===== src/rtl/unf_fir_pkg.sv =====
package unf_fir_pkg;

  // Lane that supplies tap t of output lane m in a J-unfolded filter.
  function automatic int src_lane(input int m, input int t, input int j);
    return (((m - t) % j) + j) % j;
  endfunction

  // Number of J-slow history stages crossed by that tap edge.
  function automatic int src_stage(input int m, input int t, input int j);
    return (t - m + src_lane(m, t, j)) / j;
  endfunction

  // History depth needed per lane to reach the oldest tap.
  function automatic int hist_depth(input int taps, input int j);
    return (taps - 1 + j - 1) / j;
  endfunction

endpackage


===== src/rtl/unf_fir_hist.sv =====
module unf_fir_hist #(
  parameter int LANES  = 2,
  parameter int DATA_W = 16,
  parameter int DEPTH  = 1
) (
  input  logic                              clk,
  input  logic                              rst_n,
  input  logic                              adv,
  input  logic [LANES*DATA_W-1:0]           cur,
  output logic [(DEPTH+1)*LANES*DATA_W-1:0] taps,
  output logic [DEPTH*LANES*DATA_W-1:0]     state
);
  localparam int SW = LANES * DATA_W;

  logic [DEPTH*SW-1:0] hist_q;
  logic [DEPTH*SW-1:0] hist_d;

  always_comb begin
    hist_d = hist_q;
    if (adv) begin
      hist_d[SW-1:0] = cur;
      for (int s = 1; s < DEPTH; s++) begin
        hist_d[s*SW +: SW] = hist_q[(s-1)*SW +: SW];
      end
    end
  end

  always_ff @(posedge clk or negedge rst_n) begin
    if (!rst_n) begin
      hist_q <= '0;
    end else begin
      hist_q <= hist_d;
    end
  end

  assign taps  = {hist_q, cur};
  assign state = hist_q;
endmodule


===== src/rtl/unf_fir_lane_mac.sv =====
module unf_fir_lane_mac
  import unf_fir_pkg::*;
#(
  parameter int                    LANE   = 0,
  parameter int                    LANES  = 2,
  parameter int                    TAPS   = 3,
  parameter int                    DATA_W = 16,
  parameter int                    COEF_W = 16,
  parameter int                    ACC_W  = 34,
  parameter int                    DEPTH  = 1,
  parameter logic [TAPS*COEF_W-1:0] COEFS = '0
) (
  input  logic [(DEPTH+1)*LANES*DATA_W-1:0] taps,
  output logic signed [ACC_W-1:0]           acc
);
  localparam int PW = DATA_W + COEF_W;

  logic signed [ACC_W-1:0] term [TAPS];

  for (genvar t = 0; t < TAPS; t++) begin : g_tap
    localparam int SL  = src_lane(LANE, t, LANES);
    localparam int ST  = src_stage(LANE, t, LANES);
    localparam int OFS = (ST * LANES + SL) * DATA_W;

    logic signed [DATA_W-1:0] smp;
    logic signed [COEF_W-1:0] cf;
    logic signed [PW-1:0]     prod;

    assign smp     = taps[OFS +: DATA_W];
    assign cf      = COEFS[t*COEF_W +: COEF_W];
    assign prod    = smp * cf;
    assign term[t] = {{(ACC_W-PW){prod[PW-1]}}, prod};
  end

  always_comb begin
    acc = '0;
    for (int t = 0; t < TAPS; t++) begin
      acc = acc + term[t];
    end
  end
endmodule


===== src/rtl/unf_fir_out_stage.sv =====
module unf_fir_out_stage #(
  parameter int W = 68
) (
  input  logic         clk,
  input  logic         rst_n,
  input  logic         ld,
  input  logic [W-1:0] d,
  output logic [W-1:0] q,
  output logic         vld
);
  logic [W-1:0] q_d;
  logic [W-1:0] q_q;
  logic         vld_q;

  always_comb begin
    q_d = q_q;
    if (ld) begin
      q_d = d;
    end
  end

  always_ff @(posedge clk or negedge rst_n) begin
    if (!rst_n) begin
      q_q   <= '0;
      vld_q <= 1'b0;
    end else begin
      q_q   <= q_d;
      vld_q <= ld;
    end
  end

  assign q   = q_q;
  assign vld = vld_q;
endmodule


===== src/rtl/unf_fir.sv =====
module unf_fir
  import unf_fir_pkg::*;
#(
  parameter int                    LANES  = 2,
  parameter int                    TAPS   = 3,
  parameter int                    DATA_W = 16,
  parameter int                    COEF_W = 16,
  parameter int                    ACC_W  = DATA_W + COEF_W + $clog2(TAPS),
  parameter logic [TAPS*COEF_W-1:0] COEFS = {16'sd1024, -16'sd2048, 16'sd4096}
) (
  input  logic                    clk,
  input  logic                    rst_n,
  input  logic                    in_valid,
  input  logic [LANES*DATA_W-1:0] in_samp,
  output logic                    out_valid,
  output logic [LANES*ACC_W-1:0]  out_samp
);
  localparam int DEPTH = hist_depth(TAPS, LANES);

  logic [(DEPTH+1)*LANES*DATA_W-1:0] tap_bus;
  logic [DEPTH*LANES*DATA_W-1:0]     hist_state;
  logic [LANES*ACC_W-1:0]            sum_bus;

  unf_fir_hist #(
    .LANES (LANES),
    .DATA_W(DATA_W),
    .DEPTH (DEPTH)
  ) hist_i (
    .clk  (clk),
    .rst_n(rst_n),
    .adv  (in_valid),
    .cur  (in_samp),
    .taps (tap_bus),
    .state(hist_state)
  );

  for (genvar m = 0; m < LANES; m++) begin : g_lane
    logic signed [ACC_W-1:0] lane_acc;

    unf_fir_lane_mac #(
      .LANE  (m),
      .LANES (LANES),
      .TAPS  (TAPS),
      .DATA_W(DATA_W),
      .COEF_W(COEF_W),
      .ACC_W (ACC_W),
      .DEPTH (DEPTH),
      .COEFS (COEFS)
    ) mac_i (
      .taps(tap_bus),
      .acc (lane_acc)
    );

    assign sum_bus[m*ACC_W +: ACC_W] = lane_acc;
  end

  unf_fir_out_stage #(
    .W(LANES*ACC_W)
  ) out_i (
    .clk  (clk),
    .rst_n(rst_n),
    .ld   (in_valid),
    .d    (sum_bus),
    .q    (out_samp),
    .vld  (out_valid)
  );
endmodule


===== config.mk =====
export PLATFORM = sky130hd
export DESIGN_NAME = unf_fir
export DESIGN_NICKNAME = d
export VERILOG_FILES = /design/src/rtl/unf_fir_pkg.sv /design/src/rtl/unf_fir_hist.sv /design/src/rtl/unf_fir_lane_mac.sv /design/src/rtl/unf_fir_out_stage.sv /design/src/rtl/unf_fir.sv
export SDC_FILE = /design/constraint.sdc
export NUM_CORES = 1
export LEC_CHECK = 0
export BUFFER_PORTS_ARGS = -buffer_cell sky130_fd_sc_hd__buf_2
export CAP_MARGIN = 0
export CORE_MARGIN = 2
export CORE_UTILIZATION = 53
export CTS_CLUSTER_SIZE = 30
export DETAILED_ROUTE_END_ITERATION = 7
export GPL_TIMING_DRIVEN = 1
export PLACE_DENSITY = 0.78
export SETUP_SLACK_MARGIN = 0.1
export SYNTH_ARGS = -nofsm -noshare
export SYNTH_HDL_FRONTEND = slang
export SYNTH_SLANG_ARGS = --single-unit

===== constraint.sdc =====
create_clock -name clk -period 3.5 [get_ports clk]
set_clock_uncertainty 0.05 [all_clocks]
set_input_delay 0.525 -clock clk [delete_from_list [all_inputs] [get_ports clk]]
set_output_delay 0.525 -clock clk [all_outputs]
set_load 0.05 [all_outputs]

**Word-level counts from Yosys, hierarchy flattened**

Cells that the tools add are included.

- Add/subtract/negate cells: 6

Operators with widths:

| kind | number |
|---|---|
| adder 33 x 26 -> 34 bit | 2 |
| adder 28 x 32 -> 33 bit | 2 |
| negator 16 -> 21 bit | 2 |

- Flip-flop bits (word level): 101
- Output and inout bits: 69
- Logic and storage cells: 9

**Logic depth before layout (Yosys ltp)**

- Depth after elaboration: 3
- Mapped depth: 17
- Mapped depth without buffers: 16

**Modules after synthesis**

Synthesis repeated with hierarchy kept, for this count alone.

- Cells, all modules: 807
- Area, all modules: 8568.2 sq um

By module, submodules not included:

| module | times used | cells each | area each (sq um) | seq. area each (sq um) |
|---|---|---|---|---|
| unf_fir_out_stage | 1 | 145 | 2640.0 | 1726.7 |
| unf_fir_lane_mac (g_lane[1].mac_i) | 1 | 275 | 2112.0 | 0.0 |
| unf_fir_lane_mac (g_lane[0].mac_i) | 1 | 255 | 1990.7 | 0.0 |
| unf_fir_hist | 1 | 132 | 1825.5 | 800.8 |

**Worst setup path before layout**

Ideal clock, no wire load.

- Path type: reg2reg
- Start point: register hist_i.hist_q[20] (netlist: hist_i.state[20])
- End point: register out_i.q_q[32] (netlist: out_i.q[32])
- Setup time: 0.125 ns
- Arrival: 3.667 ns
- Slack: -0.342 ns
- Cell stages (with the launch flop): 14
- Path buffers: 0
- Cell sequence: dfrtp_1 > nor4_2 > nand3_1 > or2_1 > xnor2_1 > fa_1 > ha_1 > a21oi_2 > nand2_1 > a21o_1 > a2111oi_4 > o221ai_2 > xor2_1 > mux2_4

- Cells in the longest elaborated chain, start to end: 3

RTL lines:

| item | line | text |
|---|---|---|
| start: declaration | unf_fir_hist.sv:15 | `logic [DEPTH*SW-1:0] hist_q;` |
| start signal: assignment | unf_fir_hist.sv:32 | `hist_q <= hist_d;` |
| negator 16 -> 21 bit (not written as such) | unf_fir_lane_mac.sv:31 | `assign prod = smp * cf;` |
| adder 28 x 32 -> 33 bit | unf_fir_lane_mac.sv:38 | `acc = acc + term[t];` |
| adder 33 x 26 -> 34 bit | unf_fir_lane_mac.sv:38 |  |
| end signal: assignment | unf_fir_out_stage.sv:27 | `q_q <= q_d;` |
| end: declaration | unf_fir_out_stage.sv:12 | `logic [W-1:0] q_q;` |

No other way between the ends.
A chain may end at the register's enable or synchronous reset.

**Worst setup path in the final report**

- Start point: register hist_i.hist_q[28] (netlist: hist_i.state[28])
- End point: register out_i.q_q[33] (netlist: out_i.q[33])

The elaborated chain is that of the path after synthesis.

==> summary.txt <==
Pwr
  – NetSw: 0.003322 W
  – Flop pwr share: between 10% and 20%
  – Clock power frac: 15.1%
  – Peak supply drop: 0.6072 mV
  – Int Power: roughly 0.0038 W
  – Switching Share: 46.79%
  – Standby leakage power: roughly 4.4 nW
  – Power share of the combinational group: roughly two thirds
  – Pwr/cell area: a little over 700 nW/µm²

Timing
  – Post-route setup TNS: -3.495 ns
  – Final worst slack: -0.4205 ns
  – Tmin final: roughly 3.9 ns
  – Max Clk Rate: roughly 260 MHz
  – Final setup viols: 21
  – Fin crit share: 112.0%
  – Fin. Hold Viols: 0
  – Max Slew Vio Count: 0
  – RSZ-0062 raised after global routing: true
  – Worst slew pin tran: around 1.1 ns
  – Max_slew headroom: 28.69%

Critical path
  – CP Class: flip-flop to flip-flop
  – Critical-path maximum fanout: 5
  – Critical path buffers and inverters: 2
  – Crit path max-delay family: simple AND/OR/NAND/NOR gates
  – Worst Reg-to-Reg Cells: 14
  – Max stage delay on crit path: around 0.56 ns
  – Slack of the worst reg-to-reg path: -0.42 ns
  – Worst path slowest cell: fa_1
  – Crit path from: hist_i.state[28]$_DFFE_PN0P_
  – R2r endpoint: out_i.q[33]$_DFFE_PN0P_
  – Crit path capture: out_i.q[33]$_DFFE_PN0P_
  – Critical Path End Type: flip-flop
  – Worst path arrival time: 4.12 ns
  – Crit-path cells: nor4_1, buf_4, nand2b_1, or2_4, xnor2_2, fa_1, ha_4, buf_4, and3_4, and3_4, a32o_2, a211oi_4, nor2b_1, o41ai_2
  – WP depth: 14
  – Reg2Reg Launch Point: hist_i.state[28]$_DFFE_PN0P_
  – Critical path required time: 3.70 ns
  – Crit start category: flip-flop

Synth
  – Mapped cell area: 6756 µm²
  – Seq/Total Area, Yosys: between 30% and 40%
  – Number of synthesis warnings: 0
  – Syn Area/Cell: 10.14 µm²
  – Cell count after synthesis: 666
  – Seq cells post-synth: 81
  – EDFF count, synth: 0
  – Synth unique cells: 63
  – Primary FF master, synth: dfrtp_1
  – Ys async rst share: 100.0%

Routing
  – Starting DRT DRC Count: 516
  – Final ANT Viol Nets: 0
  – WL per Instance: approximately 21 µm
  – Router iterations before antenna repair: 5
  – Residual DRC: 0
  – Routed vias/inst: around 5.8
  – WL final: ~23000 µm
  – Via Count: about 6300

Global routing
  – Remaining global-route overflow: 0
  – First-pass GRT wire length: around 32000 µm
  – Vias in the first global route: around 6400
  – All-Layer GR Usage: just over 30%
  – Largest net degree at the start of global routing: 82
  – Initial antenna violation count: 0

Die
  – Initial core utilization: a little over half
  – IO Pins: ~100
  – Die H: 116.9 µm
  – Die ar.: about 14000 µm²
  – Rows: 41
  – Die W: about 120 µm
  – Core ar.: ~13000 µm²

Clocking
  – CTS Buf Count: 9
  – Clock Tree Root: clkbuf_16
  – Worst-path clk slew: roughly 0.070 ns
  – H-tree depth: 3
  – Clock Sinks: just over 80
  – Clock tree buffer depth: 2
  – Skew-Pair Late Insertion Delay: 0.36 ns
  – TritonCTS clock tree: built
  – Post-CTS Hold Buffers: 0

Place
  – Buffers on Ports: 83
  – DP HPWL: between 10000 and 15000 µm
  – Final GP Congestion: around 0.9

Outcome
  – Status: complete, but fails checks
  – Failing checks: negative setup slack

Run
  – Max-Cap Viols: 0

Finish
  – Synth-to-Final Area Change: 46.94%
  – Layout Nets: 1031
  – Layout cells sized above 1: a little over half
  – Sequential standard cell area: slightly above 2000 µm²
  – End-of-flow core utilization: between 70 and 80%
  – Fillcell total: a little over 700
  – Diode count: 0
  – Area occupied by multi-input gates: about 5400 µm²

Min path
  – Min-Delay Path Class: input pin to async pin
cell usage in the layout, fill, tap and decap left out, types with 20 or more instances in the layout:
cell and instances:
buf_4 147, dfrtp_1 80, buf_2 78, mux2_2 61, fa_1 41, nand2_1 40, inv_1 39, xnor2_1 30
ha_1 27, conb_1 20, buf_6 20
layout make-up:
| type | instances | share of cell area, % |
|---|---|---|
| Timing Repair Buffer | 248 | 17.82 |
| Inverter | 44 | 1.664 |
| Clock buffer | 12 | 2.483 |
| Clock inverter | 4 | 0.7687 |
| Sequential cell | 81 | 20.43 |
| Tap cell | 172 | 2.168 |
| Multi-Input combinational cell | 523 | 54.67 |
logic make-up after synthesis:
family,count (synthesis),synth area share [%]
other,1,0.05550
AOI/OAI and AO/OA,134,13.46
buffers and inverters,81,5.722
adders and majority gates,89,21.15
xor gates and xnor gates,60,7.778
muxes,65,10.89
DFF,81,30.00
and+or+nand+nor,155,10.94
power groups by stage:
stage	Combinational (W)	Clock [W]	Sequential, W
after CTS	0.00411	0.00106	0.00139
after global routing	0.00491	0.00111	0.00143
after floorplan	0.00172	0	0.00231
final	0.00464	0.00107	0.00139
after global placement	0.00372	0	0.00138
after detailed placement	0.00380	0	0.00140
metal layers:
layer | share of wire [%] | track usage (%)
met1 | 38 | 38.05
met2 | 51 | 52.41
met3 | 5.9 | 4.222
met4 | 5.6 | 14.43
met5 | 0 | 0
how the worst min path moves through the flow:
stage                                    to  slack, ns  depth (start not counted)
6_report            out_i.q[12]$_DFFE_PN0P_       0.33                          1
5_1_grt        hist_i.state[31]$_DFFE_PN0P_       0.41                          3
2_1_floorplan   hist_i.state[0]$_DFFE_PN0P_       0.18                          0
3_3_place_gp        out_i.q[47]$_DFFE_PN0P_       0.42                          2
4_1_cts             out_i.q[13]$_DFFE_PN0P_       0.37                          1
3_5_place_dp        out_i.q[13]$_DFFE_PN0P_       0.43                          2
through the flow:
step	worst slack [ns]	cell area (µm²)	power, W	hold slack [ns]	cells
finish	-0.4205	9928	0.007100	0.3284	1084
global route	-0.4967	9928	0.007451	0.4079	1084
CTS	-0.2441	9274	0.006562	0.3722	1065
detailed placement	-0.4221	8397	0.005198	0.4260	1036
global placement	-0.3138	8397	0.005103	0.4209	1036
floorplan	-0.08597	6982	0.004028	0.1794	685
state kept, by name, summed over array words and instances (netlist names):
signal        cells
hist_i.state     32
out_i.q          48
out_i.vld         1
Yosys cell counts (all sizes together), types with 6 or more instances:
master / count / share of area, %
nor2: 29 / 1.6
nand2b: 7 / 0.65
o21ai: 36 / 2.7
nand2: 57 / 3.2
a31oi: 6 / 0.65
fa: 42 / 12
xnor2: 37 / 4.8
o211ai: 7 / 0.78
nor4: 8 / 0.83
ha: 47 / 8.7
nor3: 14 / 1.0
clkbuf: 15 / 0.83
inv: 43 / 2.4
a21oi: 39 / 3.1
mux2: 65 / 11
xor2: 23 / 3.0
a21o: 10 / 1.1
buf: 22 / 2.4
dfrtp: 81 / 30
nand4: 8 / 0.74
nand3: 13 / 0.96
what timing repair did:
item / 4_1_cts / 5_1_grt
gates resized for setup: 84 / 115
hold endpoints to repair: 0 / 0
endpoints found under the setup margin: 22 / 30
pin swaps: 31 / 65
buffers inserted: 13 / 20
No activity file was read; power rests on OpenSTA's default activity.
